**src/rtl/acr_pkg.sv**
```systemverilog
package acr_pkg;
  localparam int DATA_W   = 32;
  localparam int NUM_REGS = 11;

  localparam int IDX_CODEC_CTRL  = 0;
  localparam int IDX_CODEC_ADDR  = 1;
  localparam int IDX_CODEC_DOUT  = 2;
  localparam int IDX_CODEC_DIN   = 3;
  localparam int IDX_PLAY_CTRL   = 4;
  localparam int IDX_PLAY_ADDR   = 5;
  localparam int IDX_PLAY_REMAIN = 6;
  localparam int IDX_RESERVED    = 7;
  localparam int IDX_CAP_CTRL    = 8;
  localparam int IDX_CAP_ADDR    = 9;
  localparam int IDX_CAP_REMAIN  = 10;

  localparam int REQ_BIT = 0;
  localparam int DIR_BIT = 1;
  localparam int EN_BIT  = 0;

  typedef logic [DATA_W-1:0] word_t;
endpackage

```
**src/rtl/acr_decode.sv**
```systemverilog
module acr_decode
  import acr_pkg::*;
#(
  parameter int ADDR_W = 6,
  localparam int IDX_W = ADDR_W - 2
) (
  input  logic [ADDR_W-1:0] addr_i,
  input  logic              wr_i,
  output logic [IDX_W-1:0]  idx_o,
  output logic [NUM_REGS-1:0] wr_en_o
);
  logic unused_lsb;
  assign unused_lsb = ^addr_i[1:0];
  assign idx_o = addr_i[ADDR_W-1:2];

  for (genvar i = 0; i < NUM_REGS; i++) begin : g_wen
    if (i == IDX_RESERVED) begin : g_rsv
      assign wr_en_o[i] = 1'b0;
    end else begin : g_std
      assign wr_en_o[i] = wr_i && (idx_o == IDX_W'(i));
    end
  end
endmodule

```
**src/rtl/acr_regfile.sv**
```systemverilog
module acr_regfile
  import acr_pkg::*;
#(
  parameter int IDX_W = 4
) (
  input  logic                clk_i,
  input  logic                rst_ni,
  input  logic [NUM_REGS-1:0] wr_en_i,
  input  word_t               wdata_i,
  input  logic [IDX_W-1:0]    rd_idx_i,
  output word_t               regs_o [NUM_REGS],
  output word_t               rd_mux_o
);
  for (genvar i = 0; i < NUM_REGS; i++) begin : g_reg
    if (i == IDX_RESERVED) begin : g_rsv
      assign regs_o[i] = '0;
    end else begin : g_store
      localparam word_t KEEP = (i == IDX_CODEC_CTRL) ? ~(word_t'(1) << REQ_BIT) : '1;
      word_t q;
      always_ff @(posedge clk_i or negedge rst_ni) begin
        if (!rst_ni)        q <= '0;
        else if (wr_en_i[i]) q <= wdata_i & KEEP;
      end
      assign regs_o[i] = q;
    end
  end

  always_comb begin
    rd_mux_o = '0;
    for (int k = 0; k < NUM_REGS; k++)
      if (rd_idx_i == IDX_W'(k)) rd_mux_o = regs_o[k];
  end

  // request bit never stored
  a_r7_req_clear: assert property (@(posedge clk_i) disable iff (!rst_ni)
    wr_en_i[IDX_CODEC_CTRL] |=> regs_o[IDX_CODEC_CTRL] == ($past(wdata_i) & ~word_t'(1)));
endmodule

```
**src/rtl/acr_irq.sv**
```systemverilog
module acr_irq
  import acr_pkg::*;
(
  input  logic clk_i,
  input  logic rst_ni,
  input  logic ctrl_wr_i,
  input  logic req_i,
  input  logic dir_i,
  output logic irq_req_sent_o,
  output logic irq_reply_rdy_o
);
  always_ff @(posedge clk_i or negedge rst_ni) begin
    if (!rst_ni) begin
      irq_req_sent_o  <= 1'b0;
      irq_reply_rdy_o <= 1'b0;
    end else begin
      irq_req_sent_o  <= ctrl_wr_i && req_i && dir_i;
      irq_reply_rdy_o <= ctrl_wr_i && req_i && !dir_i;
    end
  end

  a_r4_req_pulse: assert property (@(posedge clk_i) disable iff (!rst_ni)
    (ctrl_wr_i && req_i && dir_i) |=> (irq_req_sent_o && !irq_reply_rdy_o));
  a_r5_reply_pulse: assert property (@(posedge clk_i) disable iff (!rst_ni)
    (ctrl_wr_i && req_i && !dir_i) |=> (irq_reply_rdy_o && !irq_req_sent_o));
  a_r6_no_spurious: assert property (@(posedge clk_i) disable iff (!rst_ni)
    !(ctrl_wr_i && req_i) |=> !(irq_req_sent_o || irq_reply_rdy_o));
endmodule

```
**src/rtl/audio_codec_regs.sv**
```systemverilog
module audio_codec_regs
  import acr_pkg::*;
#(
  parameter int ADDR_W = 6,
  localparam int IDX_W = ADDR_W - 2
) (
  input  logic              clk_i,
  input  logic              rst_ni,
  input  logic [ADDR_W-1:0] bus_addr_i,
  input  logic              bus_wr_i,
  input  logic              bus_rd_i,
  input  logic [31:0]       bus_wdata_i,
  output logic [31:0]       bus_rdata_o,
  output logic              irq_req_sent_o,
  output logic              irq_reply_rdy_o,
  output logic              codec_dir_o,
  output logic [31:0]       codec_addr_o,
  output logic [31:0]       codec_wdata_o,
  output logic              play_en_o,
  output logic [31:0]       play_addr_o,
  output logic [31:0]       play_remain_o,
  output logic              cap_en_o,
  output logic [31:0]       cap_addr_o,
  output logic [31:0]       cap_remain_o
);
  logic [IDX_W-1:0]    idx;
  logic [NUM_REGS-1:0] wr_en;
  word_t               regs [NUM_REGS];
  word_t               rd_mux;

  acr_decode #(.ADDR_W(ADDR_W)) u_decode (
    .addr_i (bus_addr_i),
    .wr_i   (bus_wr_i),
    .idx_o  (idx),
    .wr_en_o(wr_en)
  );

  acr_regfile #(.IDX_W(IDX_W)) u_regfile (
    .clk_i   (clk_i),
    .rst_ni  (rst_ni),
    .wr_en_i (wr_en),
    .wdata_i (bus_wdata_i),
    .rd_idx_i(idx),
    .regs_o  (regs),
    .rd_mux_o(rd_mux)
  );

  acr_irq u_irq (
    .clk_i          (clk_i),
    .rst_ni         (rst_ni),
    .ctrl_wr_i      (wr_en[IDX_CODEC_CTRL]),
    .req_i          (bus_wdata_i[REQ_BIT]),
    .dir_i          (bus_wdata_i[DIR_BIT]),
    .irq_req_sent_o (irq_req_sent_o),
    .irq_reply_rdy_o(irq_reply_rdy_o)
  );

  always_ff @(posedge clk_i or negedge rst_ni) begin
    if (!rst_ni) bus_rdata_o <= '0;
    else         bus_rdata_o <= bus_rd_i ? rd_mux : '0;
  end

  assign codec_dir_o   = regs[IDX_CODEC_CTRL][DIR_BIT];
  assign codec_addr_o  = regs[IDX_CODEC_ADDR];
  assign codec_wdata_o = regs[IDX_CODEC_DOUT];
  assign play_en_o     = regs[IDX_PLAY_CTRL][EN_BIT];
  assign play_addr_o   = regs[IDX_PLAY_ADDR];
  assign play_remain_o = regs[IDX_PLAY_REMAIN];
  assign cap_en_o      = regs[IDX_CAP_CTRL][EN_BIT];
  assign cap_addr_o    = regs[IDX_CAP_ADDR];
  assign cap_remain_o  = regs[IDX_CAP_REMAIN];

  logic unused_din;
  assign unused_din = ^regs[IDX_CODEC_DIN];

  logic hole_idx;
  assign hole_idx = (idx == IDX_W'(IDX_RESERVED)) || (int'(idx) >= NUM_REGS);

  // holes read zero and leave storage untouched
  a_r9_hole_read: assert property (@(posedge clk_i) disable iff (!rst_ni)
    (bus_rd_i && hole_idx) |=> bus_rdata_o == '0);
  a_r9_hole_write: assert property (@(posedge clk_i) disable iff (!rst_ni)
    (bus_wr_i && hole_idx) |=> ($stable(play_addr_o) && $stable(cap_remain_o) && $stable(codec_addr_o)));
  // no read strobe, no data
  a_r3_idle_zero: assert property (@(posedge clk_i) disable iff (!rst_ni)
    !bus_rd_i |=> bus_rdata_o == '0);
  // playback address follows a write to its slot
  a_r10_play_addr: assert property (@(posedge clk_i) disable iff (!rst_ni)
    (bus_wr_i && idx == IDX_W'(IDX_PLAY_ADDR)) |=> play_addr_o == $past(bus_wdata_i));
  // enable follows bit 0 of a written control word
  a_r8_play_en: assert property (@(posedge clk_i) disable iff (!rst_ni)
    (bus_wr_i && idx == IDX_W'(IDX_PLAY_CTRL)) |=> play_en_o == $past(bus_wdata_i[0]));
endmodule

```
**config.mk**
```make
export PLATFORM = sky130hd
export DESIGN_NAME = audio_codec_regs
export DESIGN_NICKNAME = d
export VERILOG_FILES = /design/src/rtl/acr_pkg.sv /design/src/rtl/acr_decode.sv /design/src/rtl/acr_regfile.sv /design/src/rtl/acr_irq.sv /design/src/rtl/audio_codec_regs.sv
export SDC_FILE = /design/constraint.sdc
export NUM_CORES = 1
export LEC_CHECK = 0
export CORE_MARGIN = 4
export CORE_UTILIZATION = 45
export DETAILED_ROUTE_END_ITERATION = 6
export GPL_TIMING_DRIVEN = 1
export MAX_ROUTING_LAYER = met4
export PLACE_DENSITY_LB_ADDON = 0.08
export SYNTH_ARGS = -nofsm -noshare
export SYNTH_HDL_FRONTEND = slang
export SYNTH_SLANG_ARGS = --single-unit
```
**constraint.sdc**
```tcl
create_clock -name clk_i -period 3.7 [get_ports clk_i]
set_input_delay 0.74 -clock clk_i [delete_from_list [all_inputs] [get_ports clk_i]]
set_output_delay 0.74 -clock clk_i [all_outputs]
set_load 0.02 [all_outputs]
```
### After elaboration in Yosys (flattened, before gate mapping)

Index checks and enable logic that the tools add are counted.
Widths: inputs -> output; s select.

* muxes and demuxes: 12
* equality and inequality tests: 10
* reduce and logical (&&, ||, !) cells: 15

Operators by type and width (number)
* $mux 32: 12
* $eq 4x3->1 const B: 4
* $logic_and 1x1->1: 13
* $eq 4x4->1 const B: 3
* $eq 4x2->1 const B: 2
* $eq 4x1->1 const B: 1
* $logic_not 4->1: 1
* $logic_not 1->1: 1

* bits of input ports: 42
* word-level logic and storage cells: 50
* output and inout bits: 229
* register bits after elaboration: 353

### Depth between registers and ports, before layout

Gate-level depths: netlist of run 1.

* depth after elaboration: 13
* gate-level depth with buffers: 7
* mapped depth without buffers: 4

### Modules after synthesis

From an unflattened synthesis of run 1, not the netlist that was laid out.

* cells, all modules: 1303
* area total of the unflattened synthesis: 16544.6 µm²

Modules (own cells, without submodules)
* acr_regfile: cells an instance 1210, sequential area each 7982.7 µm², times used 1, area each 15289.7 µm²
* audio_codec_regs: cells an instance 67, sequential area each 800.8 µm², times used 1, area each 1056.0 µm²
* acr_decode: cells an instance 22, sequential area each 0.0 µm², times used 1, area each 132.6 µm²
* acr_irq: cells an instance 4, sequential area each 50.0 µm², times used 1, area each 66.3 µm²

### Worst setup path before layout of run 1

Ideal clock, no wire load.

* path kind: input-to-reg
* start: in bus_addr_i[2]
* end: reg u_regfile.g_reg[10].g_store.q[0]
* buffers on the path: 3
* setup slack: 1.663 ns
* required time: 3.575 ns
* stages: 7
* setup time: 0.125 ns
* data arrival time: 1.912 ns
* cells stage by stage: buf_2 > inv_2 > buf_2 > nand2_1 > nor2_2 > buf_4 > mux2_2

* cells in the longest elaborated chain, start to end: 2

RTL lines
* start: declaration: RTL line audio_codec_regs.sv:9 `input logic [ADDR_W-1:0] bus_addr_i,`
* $eq 4x4->1: RTL line acr_decode.sv:20 `assign wr_en_o[i] = wr_i && (idx_o == IDX_W'(i));`
* $logic_and 1x1->1: RTL line acr_decode.sv:20
* end signal: assignment: RTL line acr_regfile.sv:22 `else if (wr_en_i[i]) q <= wdata_i & KEEP;`
* end: declaration: RTL line acr_regfile.sv:19 `word_t q;`

Every way passes these cells.
A chain may end at the register's enable or synchronous reset.

### Worst setup path after layout of run 1

* start: in bus_addr_i[5]
* end: reg u_regfile.g_reg[8].g_store.q[12]

* cells in the longest elaborated chain, start to end: 2

RTL lines (RTL line)
* $eq 4x4->1: acr_decode.sv:20
* $logic_and 1x1->1: acr_decode.sv:20
* end signal: assignment: acr_regfile.sv:22
* end: declaration: acr_regfile.sv:19

Every way passes these cells.

==> results_dict.tcl, run 1 <==
set metrics [dict create \
    synth.avg_cell_area_um2 12.2 \
    cts-buffers-inserted 40 \
    synth_edf_count 0 \
    routedWlPerCell_um 25.4 \
    rows 71 \
    timing.fmax_mhz 384 \
    period_minus_slack_ns 2.61 \
    grt_pass1_vias 11796 \
    core-area_um2 38000 \
    synthArstFlopShare_pct 100 \
    areaGrowthSynthToFinish_pct 17.2 \
    num_vias 11339 \
    numPortBuffers 268 \
    dp.cells 1932 \
    worstSetupPathType "primary input to register" \
    final_hold_viol_count 0 \
    irDropWorstVdd_v 0.000334 \
    start_kind "primary input" \
    cts.sinks 353 \
    tightestPinTransition_ns 0.941 \
    drive_gt1_share_pct 31.3 \
    fin_tns_setup_ns 0 \
    hp-class "primary input to async pin" \
    period_share_pct 70.4 \
    wl_met2_mm 24.2 \
    cts_setup_buffers 0 \
    synth_fp_nets 1477 \
    slew_headroom_pct 37.3 \
    route.top_layer_used "met4" \
    path_clk_slew_ns 0.06 \
    wl_met3_mm 2.35 \
    setup_viol 0 \
    crit_path_max_fanout 21 \
    synth_area_um2 17500 \
    die_h_um 205 \
    cts_resized 0 \
    grt.overflow.total 0 \
    ys_seq_elements 353 \
    antenna_left 0 \
    fin_skew_ns 0.0118 \
    end_kind "register" \
    power.density_nw_per_um2 617 \
    first_iter_violations 723 \
    die-area_um2 42100 \
    synth_cells 1435 \
    die_w_um 205 \
    rsz0062_at_grt "false" \
    worst_ep_arrival_time_ns 3.03 \
    synth.yosys.warnings 0 \
    wl_met1_mm 23.2 \
    viasPerCell 5.68 \
    clockRootBuffer "clkbuf_16" \
    status "finished, final reports clean" \
    initial_core_util_pct 46.0 \
    hold_buffers 0 \
    drc 0 \
    dpl.hpwl_mm 31.9 \
    clock_path_buffers 3 \
    nets 1505 \
    grtUsageTotal_pct 24.6 \
    ys_types 43 \
    critical_path_required_ns 4.12 \
    grt_pass1_wl_mm 76.2 \
    cts_tree "yes" \
    n_antenna_cell 0 \
    antenna_found_initial 0 \
    clk_latency_ns 0.54 \
    power_leakage_nw 8.49 \
    layout.cells.non_filler 1998 \
    htreeDepth 2 \
    wirelength_mm 50.7 \
    ios 271 \
    drv_slew 0 \
    firstDrtPassIters 6 \
    routabilityCongestion 0.773 \
    maxCapViolations 0 \
    synthFlopType "dfrtp_1" \
    grt_max_degree 93 \
    yosysSeqAreaShare_pct 50.5 \
]
==> logic make-up after synthesis <==
| kind of cell | Yosys count | synth area share [%] |
|---|---|---|
| buffers and inverters | 322 | 11.7 |
| and+or+nand+nor | 183 | 5.70 |
| AOI/OAI and AO/OA | 226 | 9.46 |
| muxes | 351 | 22.6 |
| DFF | 353 | 50.5 |
==> routing by layer <==
layer | vias to the layer above | global-route usage, %
li1 | 4974 | -
met1 | 5995 | 34.0
met2 | 302 | 38.4
met3 | 68 | 3.89
met4 | 0 | 6.03
met5 | - | -
==> metrics by stage <==
stage	util, %	power, W	setup WS [ns]	cell area [µm²]	hold WS [ns]
2_1_floorplan	-	0.00778	1.66	17500	0.444
3_3_place_gp	50.5	0.00873	0.601	19200	0.466
3_5_place_dp	50.5	0.00880	0.569	19200	0.475
4_1_cts	53.9	0.0128	1.15	20500	0.238
5_1_grt	53.9	0.0132	1.04	20500	0.245
6_report	53.9	0.0126	1.09	20500	0.179
==> critical path: stages <==
cell	delay [ns]
clkdlybuf4s50_1	0.76
nand3_1	0.36
nor2_4	0.52
buf_12	0.27
mux2_2	0.36
==> power by group <==
part           switching [W]  total [W]  internal, W
registers           0.000619    0.00532      0.00470
clock network        0.00155    0.00393      0.00238
logic                0.00160    0.00338      0.00179
total                0.00377     0.0126      0.00887
==> synth_stat cells, drive strengths merged (2+ instances only) <==
library cell    n  area (µm²)
dfrtp         353        8830
mux2          350        3940
buf           276        1870
nor2           66         258
nor2b          63         394
clkbuf         42         159
o21ai          34         170
a21oi          32         160
a221oi         32         280
a22oi          30         225
o221ai         30         263
and2           29         181
o211ai         29         218
o2bb2ai        29         254
nand2           8        30.0
inv             3        11.3
nand2b          3        18.8
nand3           3        20.0
nand3b          3        22.5
nor3b           3        33.8
a2bb2oi         2        17.5
and3            2        12.5
==> sequential cells by signal, summed over array words and instances (netlist names) <==
name	count
u_regfile.g.g_store.q	319
u_irq.irq_reply_rdy_o	1
bus_rdata_o	32
u_irq.irq_req_sent_o	1
==> layout by cell type, fill, tap and decap left out, drive strengths merged, types with 32 or more instances in the layout <==
master and count:
buf 40, o21ai 34, dfrtp 353, nor2 66, clkbuf 55, a221oi 32
clkdlybuf4s50 264, nor2b 63, mux2 350, a21oi 32
==> layout make-up <==
type | instances | area, µm²
timing repair buffer | 304 | 3040
multi-input combinational | 760 | 6680
clock buffer | 55 | 1160
fill | 3363 | 17500
clock inverter | 11 | 130
tap | 511 | 639
inverter | 4 | 15.0
sequential | 353 | 8830
==> path summary, 6_finish.rpt <==
kind	endpoint	cells past startpoint	slack, ns	from
min in group clk_i	u_regfile.g_reg[4].g_store.q[13]	1	0.48	u_regfile.g_reg[4].g_store.q[13]
min reg2reg	u_regfile.g_reg[4].g_store.q[13]	1	0.48	u_regfile.g_reg[4].g_store.q[13]
max reg2reg	bus_rdata_o[30]	4	2.14	u_regfile.g_reg[5].g_store.q[30]
max	u_regfile.g_reg[8].g_store.q[12]	5	1.09	bus_addr_i[5]
max in group asynchronous	u_regfile.g_reg[0].g_store.q[19]	2	2.45	rst_ni
min	u_regfile.g_reg[1].g_store.q[4]	1	0.18	rst_ni
No activity file was read; power rests on OpenSTA's default activity.
==> run 2: changes to the inputs <==
==> constraint.sdc (replaced) <==
create_clock -name clk_i -period 2.2 [get_ports clk_i]
set_input_delay 0.44 -clock clk_i [delete_from_list [all_inputs] [get_ports clk_i]]
set_output_delay 0.44 -clock clk_i [all_outputs]
set_load 0.02 [all_outputs]
==> results_dict.tcl, run 2 (synthesis gave the netlist of run 1 again) <==
set metrics [dict create \
    die-area_um2 42100 \
    viasPerCell 5.57 \
    crit_path_max_fanout 3 \
    crit_chain "clkdlybuf4s50_1" \
    cts_setup_buffers 0 \
    slew_headroom_pct 62.2 \
    final_hold_viol_count 0 \
    rows 71 \
    antenna_left 0 \
    path_clk_slew_ns 0.06 \
    r2r_start "u_regfile.g_reg[5].g_store.q[11]" \
    areaGrowthSynthToFinish_pct 21.0 \
    rr_worst_depth 4 \
    die_w_um 205 \
    power_leakage_nw 8.80 \
    rsz0062_at_grt "false" \
    worst_ep_arrival_time_ns 1.63 \
    irDropWorstVdd_v 0.000713 \
    largest_registers "u_regfile.g.g_store.q: 319 flops, bus_rdata_o: 32 flops" \
    clk_latency_ns 0.55 \
    clock_path_buffers 3 \
    first_iter_violations 681 \
    grt_pass1_vias 11858 \
    ios 271 \
    holdWs_ns 0.437 \
    dpl.hpwl_mm 33.9 \
    end_kind "output pin" \
    cts-buffers-inserted 39 \
    routedWlPerCell_um 24.9 \
    cts.sinks 353 \
    firstDrtPassIters 5 \
    fin_total_pwr_w 0.0212 \
    path_delay_family "buffers and inverters" \
    post-route-util_pct 55.6 \
    grt_max_degree 76 \
    post_dp_cell_area_um2 19900 \
    die_h_um 205 \
    num_vias 11360 \
    top_register "u_regfile.g.g_store.q" \
    switching_share_pct 29.7 \
    critical_path_buf_inv_count 1 \
    wirelength_mm 50.7 \
    start_kind "register" \
    maxCapViolations 0 \
    pwr-share-seq_pct 42.2 \
    initial_core_util_pct 46.0 \
    final_cell_area_um2 21200 \
    antenna_found_initial 3 \
    largest_register_ffs 319 \
    nets 1539 \
    routabilityCongestion 0.821 \
    power.switching_w 0.00631 \
    grt_pass1_wl_mm 76.7 \
    grtUsageTotal_pct 24.8 \
    numPortBuffers 268 \
    drive_gt1_share_pct 32.7 \
    drv_slew 0 \
    regToRegSetupSlack_ns 0.85 \
    period_share_pct 94.3 \
    hp-class "primary input to async pin" \
    timing.fmax_mhz 482 \
    drc 0 \
    cts_tree "yes" \
    final_common_cell "dfrtp_1" \
    core-area_um2 38000 \
    grt.overflow.total 0 \
    worstSetupPathType "register to output pin" \
    critical_path_required_ns 1.76 \
    status "finished, final reports clean" \
    cpMaxStageDelayCell "clkdlybuf4s50_1" \
    p_int_w 0.0149 \
    fin_skew_ns 0.00672 \
    slowest_delay_ns 0.64 \
    final_cell_mix "dfrtp_1 (353), mux2_2 (343), clkdlybuf4s50_1 (264), nor2b_1 (60), nor2_1 (60)" \
    power.density_nw_per_um2 1000 \
    htreeDepth 2 \
    clock_power_share_pct 30.6 \
    setup_viol 0 \
    tightestPinTransition_ns 0.565 \
    period_minus_slack_ns 2.07 \
    pwr-share-comb_pct 27.2 \
    clockRootBuffer "clkbuf_16" \
    timing.rr.end "bus_rdata_o[11]" \
]
==> run 2: changes by cell type in the layout (fill, tap and decap cells not counted) <==
cell	change
buf_12	+32
buf_4	+2
bufinv_16	-1
clkbuf_1	+2
clkbuf_8	+1
clkinv_2	-1
diode_2	+4
dlygate4sd3_1	+1
==> run 2: final cells by class <==
cell class	count	area (µm²)
Inverter	4	15.0
Multi-Input combinational cell	760	6680
Sequential cell	353	8830
Clock inverter	9	95.1
Timing Repair Buffer	339	3700
Clock buffer	58	1180
Fill cell	3316	16900
Tap cell	511	639
Antenna cell	4	10.0
==> run 2: power groups by stage <==
stage	registers, W	clock network [W]	logic [W]
3_5_place_dp	0.00906	0	0.00583
2_1_floorplan	0.00873	0	0.00436
5_1_grt	0.00916	0.00695	0.00614
4_1_cts	0.00896	0.00666	0.00585
6_report	0.00896	0.00650	0.00577
3_3_place_gp	0.00903	0	0.00575
==> run 2: through the flow <==
step / worst slack, ns / cells / setup TNS (ns)
global placement: -0.0260 / 1966 / -0.465
global route: 0.0469 / 2037 / 0
floorplan: 0.463 / 1435 / 0
CTS: 0.0945 / 2034 / 0
detailed placement: -0.0186 / 1966 / -0.201
finish: 0.126 / 2038 / 0
==> run 2: worst max-delay path by stage <==
| stage | from | to | slack, ns | cells past startpoint |
|---|---|---|---|---|
| floorplan | bus_addr_i[2] | u_regfile.g_reg[10].g_store.q[0] | 0.46 | 7 |
| global route | u_regfile.g_reg[5].g_store.q[13] | play_addr_o[13] | 0.05 | 1 |
| finish | u_regfile.g_reg[5].g_store.q[31] | play_addr_o[31] | 0.13 | 1 |
| detailed placement | bus_wr_i | u_regfile.g_reg[2].g_store.q[22] | -0.02 | 5 |
| global placement | bus_wr_i | u_regfile.g_reg[2].g_store.q[25] | -0.03 | 5 |
| CTS | u_regfile.g_reg[5].g_store.q[30] | play_addr_o[30] | 0.09 | 1 |
==> run 2: repair_timing <==
| action | CTS | global route |
|---|---|---|
| setup endpoints to repair | 0 | 0 |
| endpoints found under the hold margin | 40 | 0 |
| hold buffers | 1 | 0 |
| gates resized for setup | 0 | 0 |
==> run 2: routing by layer <==
layer | part of all wire, % | track usage, % | vias up
met5 | 0 | - | -
met4 | 1.8 | 5.41 | 0
met3 | 5.5 | 4.62 | 62
met2 | 48 | 38.6 | 300
met1 | 45 | 34.4 | 5944
li1 | - | - | 5054
